`src/rtl/vrm_pkg.sv`:
```
package vrm_pkg;
  localparam int unsigned REG_AW = 4;

  localparam logic [REG_AW-1:0] OFS_REMAP = 4'h0;
  localparam logic [REG_AW-1:0] OFS_HIVEC = 4'h4;
  localparam logic [REG_AW-1:0] OFS_IRQ   = 4'h8;

  typedef struct packed {
    logic remap;
    logic hivec;
    logic irq;
    logic err;
  } ctrl_state_t;
endpackage

```
`src/rtl/vrm_regs.sv`:
```
module vrm_regs
  import vrm_pkg::*;
#(
  parameter int unsigned DATA_W = 32
) (
  input  logic              clk,
  input  logic              bus_rst,
  input  logic              cold_rst,
  input  logic              strap_hivec,
  input  logic              we,
  input  logic [REG_AW-1:0] addr,
  input  logic [DATA_W-1:0] wdata,
  output ctrl_state_t       st,
  output logic [DATA_W-1:0] rdata
);
  logic remap_q, hivec_q, irq_q, err_q;
  logic wr_remap, wr_hivec, wr_irq;
  logic unused_wbits;

  assign wr_remap = we && (addr == OFS_REMAP);
  assign wr_hivec = we && (addr == OFS_HIVEC);
  assign wr_irq   = we && (addr == OFS_IRQ);
  assign unused_wbits = ^wdata[DATA_W-1:1];

  // bus reset domain: remap bit and sticky error flag
  always_ff @(posedge clk) begin
    if (bus_rst) begin
      remap_q <= 1'b0;
      err_q   <= 1'b0;
    end else if (wr_remap) begin
      if (wdata[0] && hivec_q) err_q   <= 1'b1;
      else                     remap_q <= wdata[0];
    end else if (wr_hivec && wdata[0] && remap_q) begin
      err_q <= 1'b1;
    end
  end

  // cold reset domain: strap-loaded high-vector bit and interrupt bit
  always_ff @(posedge clk) begin
    if (cold_rst) begin
      hivec_q <= strap_hivec;
      irq_q   <= 1'b0;
    end else if (wr_hivec) begin
      if (!(wdata[0] && remap_q)) hivec_q <= wdata[0];
    end else if (wr_irq) begin
      irq_q <= wdata[0];
    end
  end

  always_ff @(posedge clk) begin
    if (bus_rst) begin
      rdata <= '0;
    end else begin
      rdata <= '0;
      case (addr)
        OFS_REMAP: rdata[1:0] <= {err_q, remap_q};
        OFS_HIVEC: rdata[0]   <= hivec_q;
        OFS_IRQ:   rdata[0]   <= irq_q;
        default:   rdata      <= '0;
      endcase
    end
  end

  assign st = '{remap: remap_q, hivec: hivec_q, irq: irq_q, err: err_q};

  AST_REMAP_BLOCKED: assert property (@(posedge clk) disable iff (bus_rst)
    (wr_remap && wdata[0] && hivec_q && !cold_rst) |=> (err_q && $stable(remap_q)));
  AST_COLD_LOADS_STRAP: assert property (@(posedge clk) disable iff (bus_rst)
    cold_rst |=> (hivec_q == $past(strap_hivec)) && !irq_q);
  AST_BUS_KEEPS_HIVEC: assert property (@(posedge clk) disable iff (cold_rst)
    bus_rst |=> $stable(hivec_q));
  AST_COLD_KEEPS_REMAP: assert property (@(posedge clk) disable iff (bus_rst)
    (cold_rst && !wr_remap) |=> $stable(remap_q));
endmodule

```
`src/rtl/vrm_decode.sv`:
```
module vrm_decode #(
  parameter int unsigned ADDR_W   = 32,
  parameter logic [31:0] WIN_BASE = 32'h0000_0000,
  parameter logic [31:0] WIN_SIZE = 32'h0000_8000
) (
  input  logic              clk,
  input  logic              rst,
  input  logic [ADDR_W-1:0] addr,
  input  logic              remap,
  input  logic              hivec,
  output logic              rom_sel,
  output logic              sram_sel,
  output logic              other_sel,
  output logic [ADDR_W-1:0] mem_addr
);
  localparam logic [ADDR_W-1:0] BASE_L = ADDR_W'(WIN_BASE);
  localparam logic [ADDR_W-1:0] SIZE_L = ADDR_W'(WIN_SIZE);

  logic [ADDR_W-1:0] offs;
  logic              in_win;
  logic              eff_remap;

  assign offs      = addr - BASE_L;
  assign in_win    = offs < SIZE_L;
  // the forbidden pair never steers to SRAM
  assign eff_remap = remap && !hivec;

  always_ff @(posedge clk) begin
    if (rst) begin
      rom_sel   <= 1'b0;
      sram_sel  <= 1'b0;
      other_sel <= 1'b0;
      mem_addr  <= '0;
    end else begin
      rom_sel   <= in_win && !eff_remap;
      sram_sel  <= in_win && eff_remap;
      other_sel <= !in_win;
      mem_addr  <= addr;
    end
  end

  AST_SEL_ONEHOT: assert property (@(posedge clk) disable iff (rst)
    !rst |=> $onehot({rom_sel, sram_sel, other_sel}));
  AST_SRAM_NEEDS_LOWVEC: assert property (@(posedge clk) disable iff (rst)
    sram_sel |-> !$past(hivec) && $past(remap));
  AST_ADDR_PASS: assert property (@(posedge clk) disable iff (rst)
    !rst |=> mem_addr == $past(addr));
endmodule

```
`src/rtl/boot_remap_ctrl.sv`:
```
module boot_remap_ctrl
  import vrm_pkg::*;
#(
  parameter int unsigned ADDR_W   = 32,
  parameter int unsigned DATA_W   = 32,
  parameter logic [31:0] WIN_BASE = 32'h0000_0000,
  parameter logic [31:0] WIN_SIZE = 32'h0000_8000
) (
  input  logic              clk,
  input  logic              bus_rst,
  input  logic              cold_rst,
  input  logic              strap_hivec,
  input  logic              reg_we,
  input  logic [REG_AW-1:0] reg_addr,
  input  logic [DATA_W-1:0] reg_wdata,
  output logic [DATA_W-1:0] reg_rdata,
  input  logic [ADDR_W-1:0] bus_addr,
  output logic              rom_sel,
  output logic              sram_sel,
  output logic              other_sel,
  output logic [ADDR_W-1:0] mem_addr,
  output logic              vec_hi,
  output logic              irq_cfg,
  output logic              remap_err
);
  ctrl_state_t st;

  vrm_regs #(.DATA_W(DATA_W)) regs_i (
    .clk(clk), .bus_rst(bus_rst), .cold_rst(cold_rst), .strap_hivec(strap_hivec),
    .we(reg_we), .addr(reg_addr), .wdata(reg_wdata), .st(st), .rdata(reg_rdata)
  );

  vrm_decode #(.ADDR_W(ADDR_W), .WIN_BASE(WIN_BASE), .WIN_SIZE(WIN_SIZE)) dec_i (
    .clk(clk), .rst(bus_rst), .addr(bus_addr), .remap(st.remap), .hivec(st.hivec),
    .rom_sel(rom_sel), .sram_sel(sram_sel), .other_sel(other_sel), .mem_addr(mem_addr)
  );

  assign vec_hi    = st.hivec;
  assign irq_cfg   = st.irq;
  assign remap_err = st.err;
endmodule

```
`config.mk`:
```
export PLATFORM = sky130hd
export DESIGN_NAME = boot_remap_ctrl
export DESIGN_NICKNAME = d
export VERILOG_FILES = /design/src/rtl/vrm_pkg.sv /design/src/rtl/vrm_regs.sv /design/src/rtl/vrm_decode.sv /design/src/rtl/boot_remap_ctrl.sv
export SDC_FILE = /design/constraint.sdc
export NUM_CORES = 1
export LEC_CHECK = 0
export ABC_CLOCK_PERIOD_IN_PS = 1000
export CAP_MARGIN = 20
export CORE_AREA = 2 2 79 81
export DETAILED_ROUTE_END_ITERATION = 16
export DIE_AREA = 0 0 81 83
export GPL_TIMING_DRIVEN = 1
export PLACE_DENSITY_LB_ADDON = 0.25
export SKIP_LAST_GASP = 1
export SLEW_MARGIN = 20
export SYNTH_ARGS = -nofsm -noshare
export SYNTH_HDL_FRONTEND = slang
export SYNTH_SLANG_ARGS = --single-unit
```
`constraint.sdc`:
```
create_clock -name clk -period 1 [get_ports clk]
set_clock_uncertainty 0.1 [all_clocks]
set_input_delay 0.2 -clock clk [delete_from_list [all_inputs] [get_ports clk]]
set_output_delay 0.2 -clock clk [all_outputs]
set_load 0.01 [all_outputs]
```
* Word-level counts from Yosys, hierarchy flattened
Cells that the tools add are included.
W data, S select, Z words.
** Storage, ports and cells
- Input port bits :: 73
- Register bits :: 71
- Output and inout bits :: 70
** Cells by class
- Multiplexer cells :: 7
- $lt $le $gt $ge :: 1
- Reductions and logical operators :: 21
- Eq/ne operators :: 4
- Bitwise operators :: 3
** Operator list (number)
- $lt A32 B16 Y1 const B :: 1
- $logic_and A1 B1 Y1 :: 10
- $reduce_and A2 Y1 :: 4
- $mux W1 :: 6
- $eq A4 B3 Y1 const B :: 1
- $eq A4 B4 Y1 const B :: 1
- $logic_not A4 Y1 :: 1
- $ne A2 B2 Y1 const B :: 2
- $reduce_bool A2 Y1 :: 2
- $logic_not A1 Y1 :: 3
- $not A1 Y1 :: 3
- $pmux W1 S3 :: 1
- $reduce_or A2 Y1 :: 1

* Logic depth before layout (Yosys ltp)
- Depth in word-level cells :: 6
- Depth in mapped cells :: 3

* Hierarchy
From an unflattened synthesis, not the netlist that was laid out.
** Unflattened totals
- Cells, all modules :: 147
- Area total of the unflattened synthesis :: 1591.5 um^2
** Modules (own cells, without submodules)
- vrm_decode :: cells each 81, seq. area each 700.7 um^2, area an instance 1021.0 um^2, times used 1
- vrm_regs :: cells each 66, seq. area each 130.1 um^2, area an instance 570.5 um^2, times used 1

* Worst setup path before layout
Ideal clock, no wire load.
- Path kind :: reg-to-reg
- From :: register regs_i.hivec_q
- To :: register regs_i.err_q
- Slack :: -179 ps
- Stages on the path, launching flop included :: 4
- Required time :: 771 ps
- Data arrival time :: 950 ps
- Setup time :: 129 ps
- Cell sequence :: edfxtp_1 > mux2_1 > a31oi_1 > nor2_1
** On the way
- Word-level cells in the longest chain between the ends :: 3
** Ends and longest elaborated chain
- start: declaration :: line vrm_regs.sv:16 : logic remap_q, hivec_q, irq_q, err_q;
- start signal: assignment :: line vrm_regs.sv:41 : hivec_q <= strap_hivec;
- start signal: assignment :: line vrm_regs.sv:44 : if (!(wdata[0] && remap_q)) hivec_q <= wdata[0];
- $logic_and A1 B1 Y1 :: line vrm_regs.sv:31 : if (wdata[0] && hivec_q) err_q <= 1'b1;
- $ne A2 B2 Y1 (no line)
- $reduce_and A2 Y1 (no line)
- end signal: assignment :: line vrm_regs.sv:29 : err_q <= 1'b0;
- end signal: assignment :: line vrm_regs.sv:31
- end signal: assignment :: line vrm_regs.sv:34 : err_q <= 1'b1;
- end: declaration :: line vrm_regs.sv:16
Every way passes these cells.
A chain may end at the register's enable or synchronous reset.

* Worst setup path in the final report
- From :: register regs_i.hivec_q
- To :: output port vec_hi
** RTL lines
- end: declaration :: line boot_remap_ctrl.sv:22 : output logic vec_hi,
No word-level cell between the ends.

==> metrics.txt <==
share of Yosys cell area claimed by the top area cell type 0.521; Routability Congestion 0.738; Final Hold Fails 0; post-DP HPWL 2.63 mm; cell taking the most area after synthesis dfxtp_1; GRT Overall Usage 0.108; Port Buffer Count 81; first-pass GRT wire length 5.48 mm; Pre-antenna DRT Iters 4; Compound-Gate Fraction of Synth Area 0.0366; Psw 827 µW; fillers 588; clock tree root driver cell clkbuf_8; final net count 314; die area 6720 µm²; power density over the cells 1360 nW/µm²; gr ovfl total 0; Reg clk slew, reported paths 0.08 ns; vias per cell 3.85; Seq pwr share 0.499; sequential cell area fraction in the yosys report 0.541; Antenna Violating Nets Remaining 0; layout cells sized above 1 0.448; Crit. End Element output pin; Mapped Area 1540 µm²; largest net degree at the start of global routing 17; #FFs+latches synth 41; total CTS buffers 5; TritonCTS clock tree built; main combinational cell family by area after synthesis simple AND/OR/NAND/NOR gates; VDD IR max 0.524 mV; Synth Area in Adders 0; vias in the first global route 1118; DRT Wirelength 3.80 mm; maximum clock insertion buffer count 2; Req. time, crit path 0.70 ns; critical path class flip-flop to output pin; post-synthesis mux area share 0.0212; outcome complete, but fails checks; setup violators final 45; failing checks setup timing; Clock H-tree levels 2; EDFF count, synth 1; clock network power share 0.336; worst min path class input pin to flip-flop; initial core utilization 0.264; pre-CTS setup slack -0.638 ns; Max Slew Vio Count 0; Post-synth top cells 40 x dfxtp_1, 34 x nor2b_1, 30 x buf_4; unrepaired setup endpoints after global routing true; LEAKAGE 0.00120 µW; antenna violations before repair 0; simple-gate share of the synthesized area 0.239; Worst EP arrival 0.95 ns; Wirelength per Cell 12.0 µm; detailed-route via count 1216; R2R cell count 5; Fmax 798 MHz; most frequent cell after synthesis dfxtp_1; period utilization 1.25; Tot Pwr 3490 µW; Gate power share 0.164; Yosys warnings 0; Sw Share 0.237; diode count 0; Core Box Area 5820 µm²; Synth area leaders dfxtp_1 52%, buf_4 15%, nor2b_1 14%, nor4_2 2.4%, edfxtp_1 2.0%; asr flop ratio synth 0; R2R Setup Slk -0.23 ns; P_int 2660 µW; row cnt 28; Layout area overhead 66.9%; worst skew pair latency 0.28 ns; Sink Count 41; Initial DRC Count 12; Worst Hold Margin 0.0559 ns; average size of a mapped cell 10.8 µm²; synth unique cells 30; io pins 143; Final min period 1.25 ns; maxcap violations 0; top_reg_cell synth dfxtp_1; Post-route DRC 0; die height 83 µm; startpoint class of the critical path flip-flop; Cells after Synth 142; die width 81 µm; Post-CTS Hold Buffers 0; crit-path max FO 2; Synth Area in XOR/XNOR 0; PnR worst setup slack -0.253 ns; Min-Delay Path Depth 2
[cells by family after synthesis]
logic type | count (synthesis)
AO/OA/AOI/OAI | 8
buffers and inverters | 35
flip-flops | 41
multiplexers | 3
other | 1
AND/OR/NAND/NOR | 54
[flip-flops by register name, summed over array words and instances, names as in the netlist]
| name | count |
|---|---|
| regs_i.remap_q | 1 |
| dec_i.mem_addr | 32 |
| dec_i.rom_sel | 1 |
| dec_i.other_sel | 1 |
| regs_i.hivec_q | 1 |
| regs_i.irq_q | 1 |
| regs_i.rdata | 2 |
| regs_i.err_q | 1 |
| dec_i.sram_sel | 1 |
[timing repair]
action / in CTS / in global routing
resized for setup: 198 / 65
pin swaps: 11 / 13
gates cloned: 1 / 0
setup buffers: 2 / 2
setup endpoints to repair: 49 / 48
[final timing paths]
kind | endpoint | start
hold reg to reg | regs_i.err_q | regs_i.err_q
setup reg to reg | regs_i.remap_q | regs_i.hivec_q
hold / removal | dec_i.mem_addr[28] | bus_addr[28]
setup / recovery | vec_hi | regs_i.hivec_q
[cell type report]
cell class / instances / area (µm²) / share of cell area
sequential: 41 / 853 / 0.333
timing repair buffer: 97 / 850 / 0.331
multi-input combinational: 95 / 666 / 0.260
clock buffer: 6 / 93.8 / 0.0366
tap: 75 / 93.8 / 0.0366
clock inverter: 1 / 5.00 / 0.00195
inverter: 1 / 3.75 / 0.00146
[power by group through the flow]
stage,registers [µW],logic (µW),clock network (µW)
2_1_floorplan,1820,235,0
3_3_place_gp,1770,573,0
3_5_place_dp,1780,574,0
4_1_cts,1740,523,1230
5_1_grt,1750,621,1290
6_report,1740,573,1170
[placed cells by master, fill, tap and decap left out, drive strengths merged, types with 2 or more instances in the layout]
master	n
buf	55
dfxtp	40
nor2b	34
conb	30
clkdlybuf4s50	16
clkbuf	14
dlygate4sd2	6
clkdlybuf4s15	6
nor2	6
dlymetal6s2s	5
nor4	4
nor4b	2
a31o	2
a21oi	2
nand2	2
mux2	2
[critical path, cell delays in order, from the launching register on]
cell	delay [ns]
edfxtp_1	0.42
buf_6	0.14
buf_6	0.11
[layer usage]
metal  global-route usage  up-vias  part of all wire
met2                0.167       75              0.47
li1                     -      598                 -
met1                0.133      541              0.41
met5                    0        -                 0
met4               0.0416        0            0.0063
met3               0.0424        2              0.12
[per-stage QoR]
step | setup TNS [ns] | util | instances | cell area [µm²]
finish | -1.61 | 0.441 | 316 | 2560
global route | -3.39 | 0.441 | 316 | 2560
global placement | -17.27 | 0.414 | 304 | 2410
detailed placement | -17.68 | 0.414 | 304 | 2410
CTS | -2.60 | 0.411 | 314 | 2390
floorplan | -0.220 | - | 171 | 1650
Power figures use the tool's default switching activity.
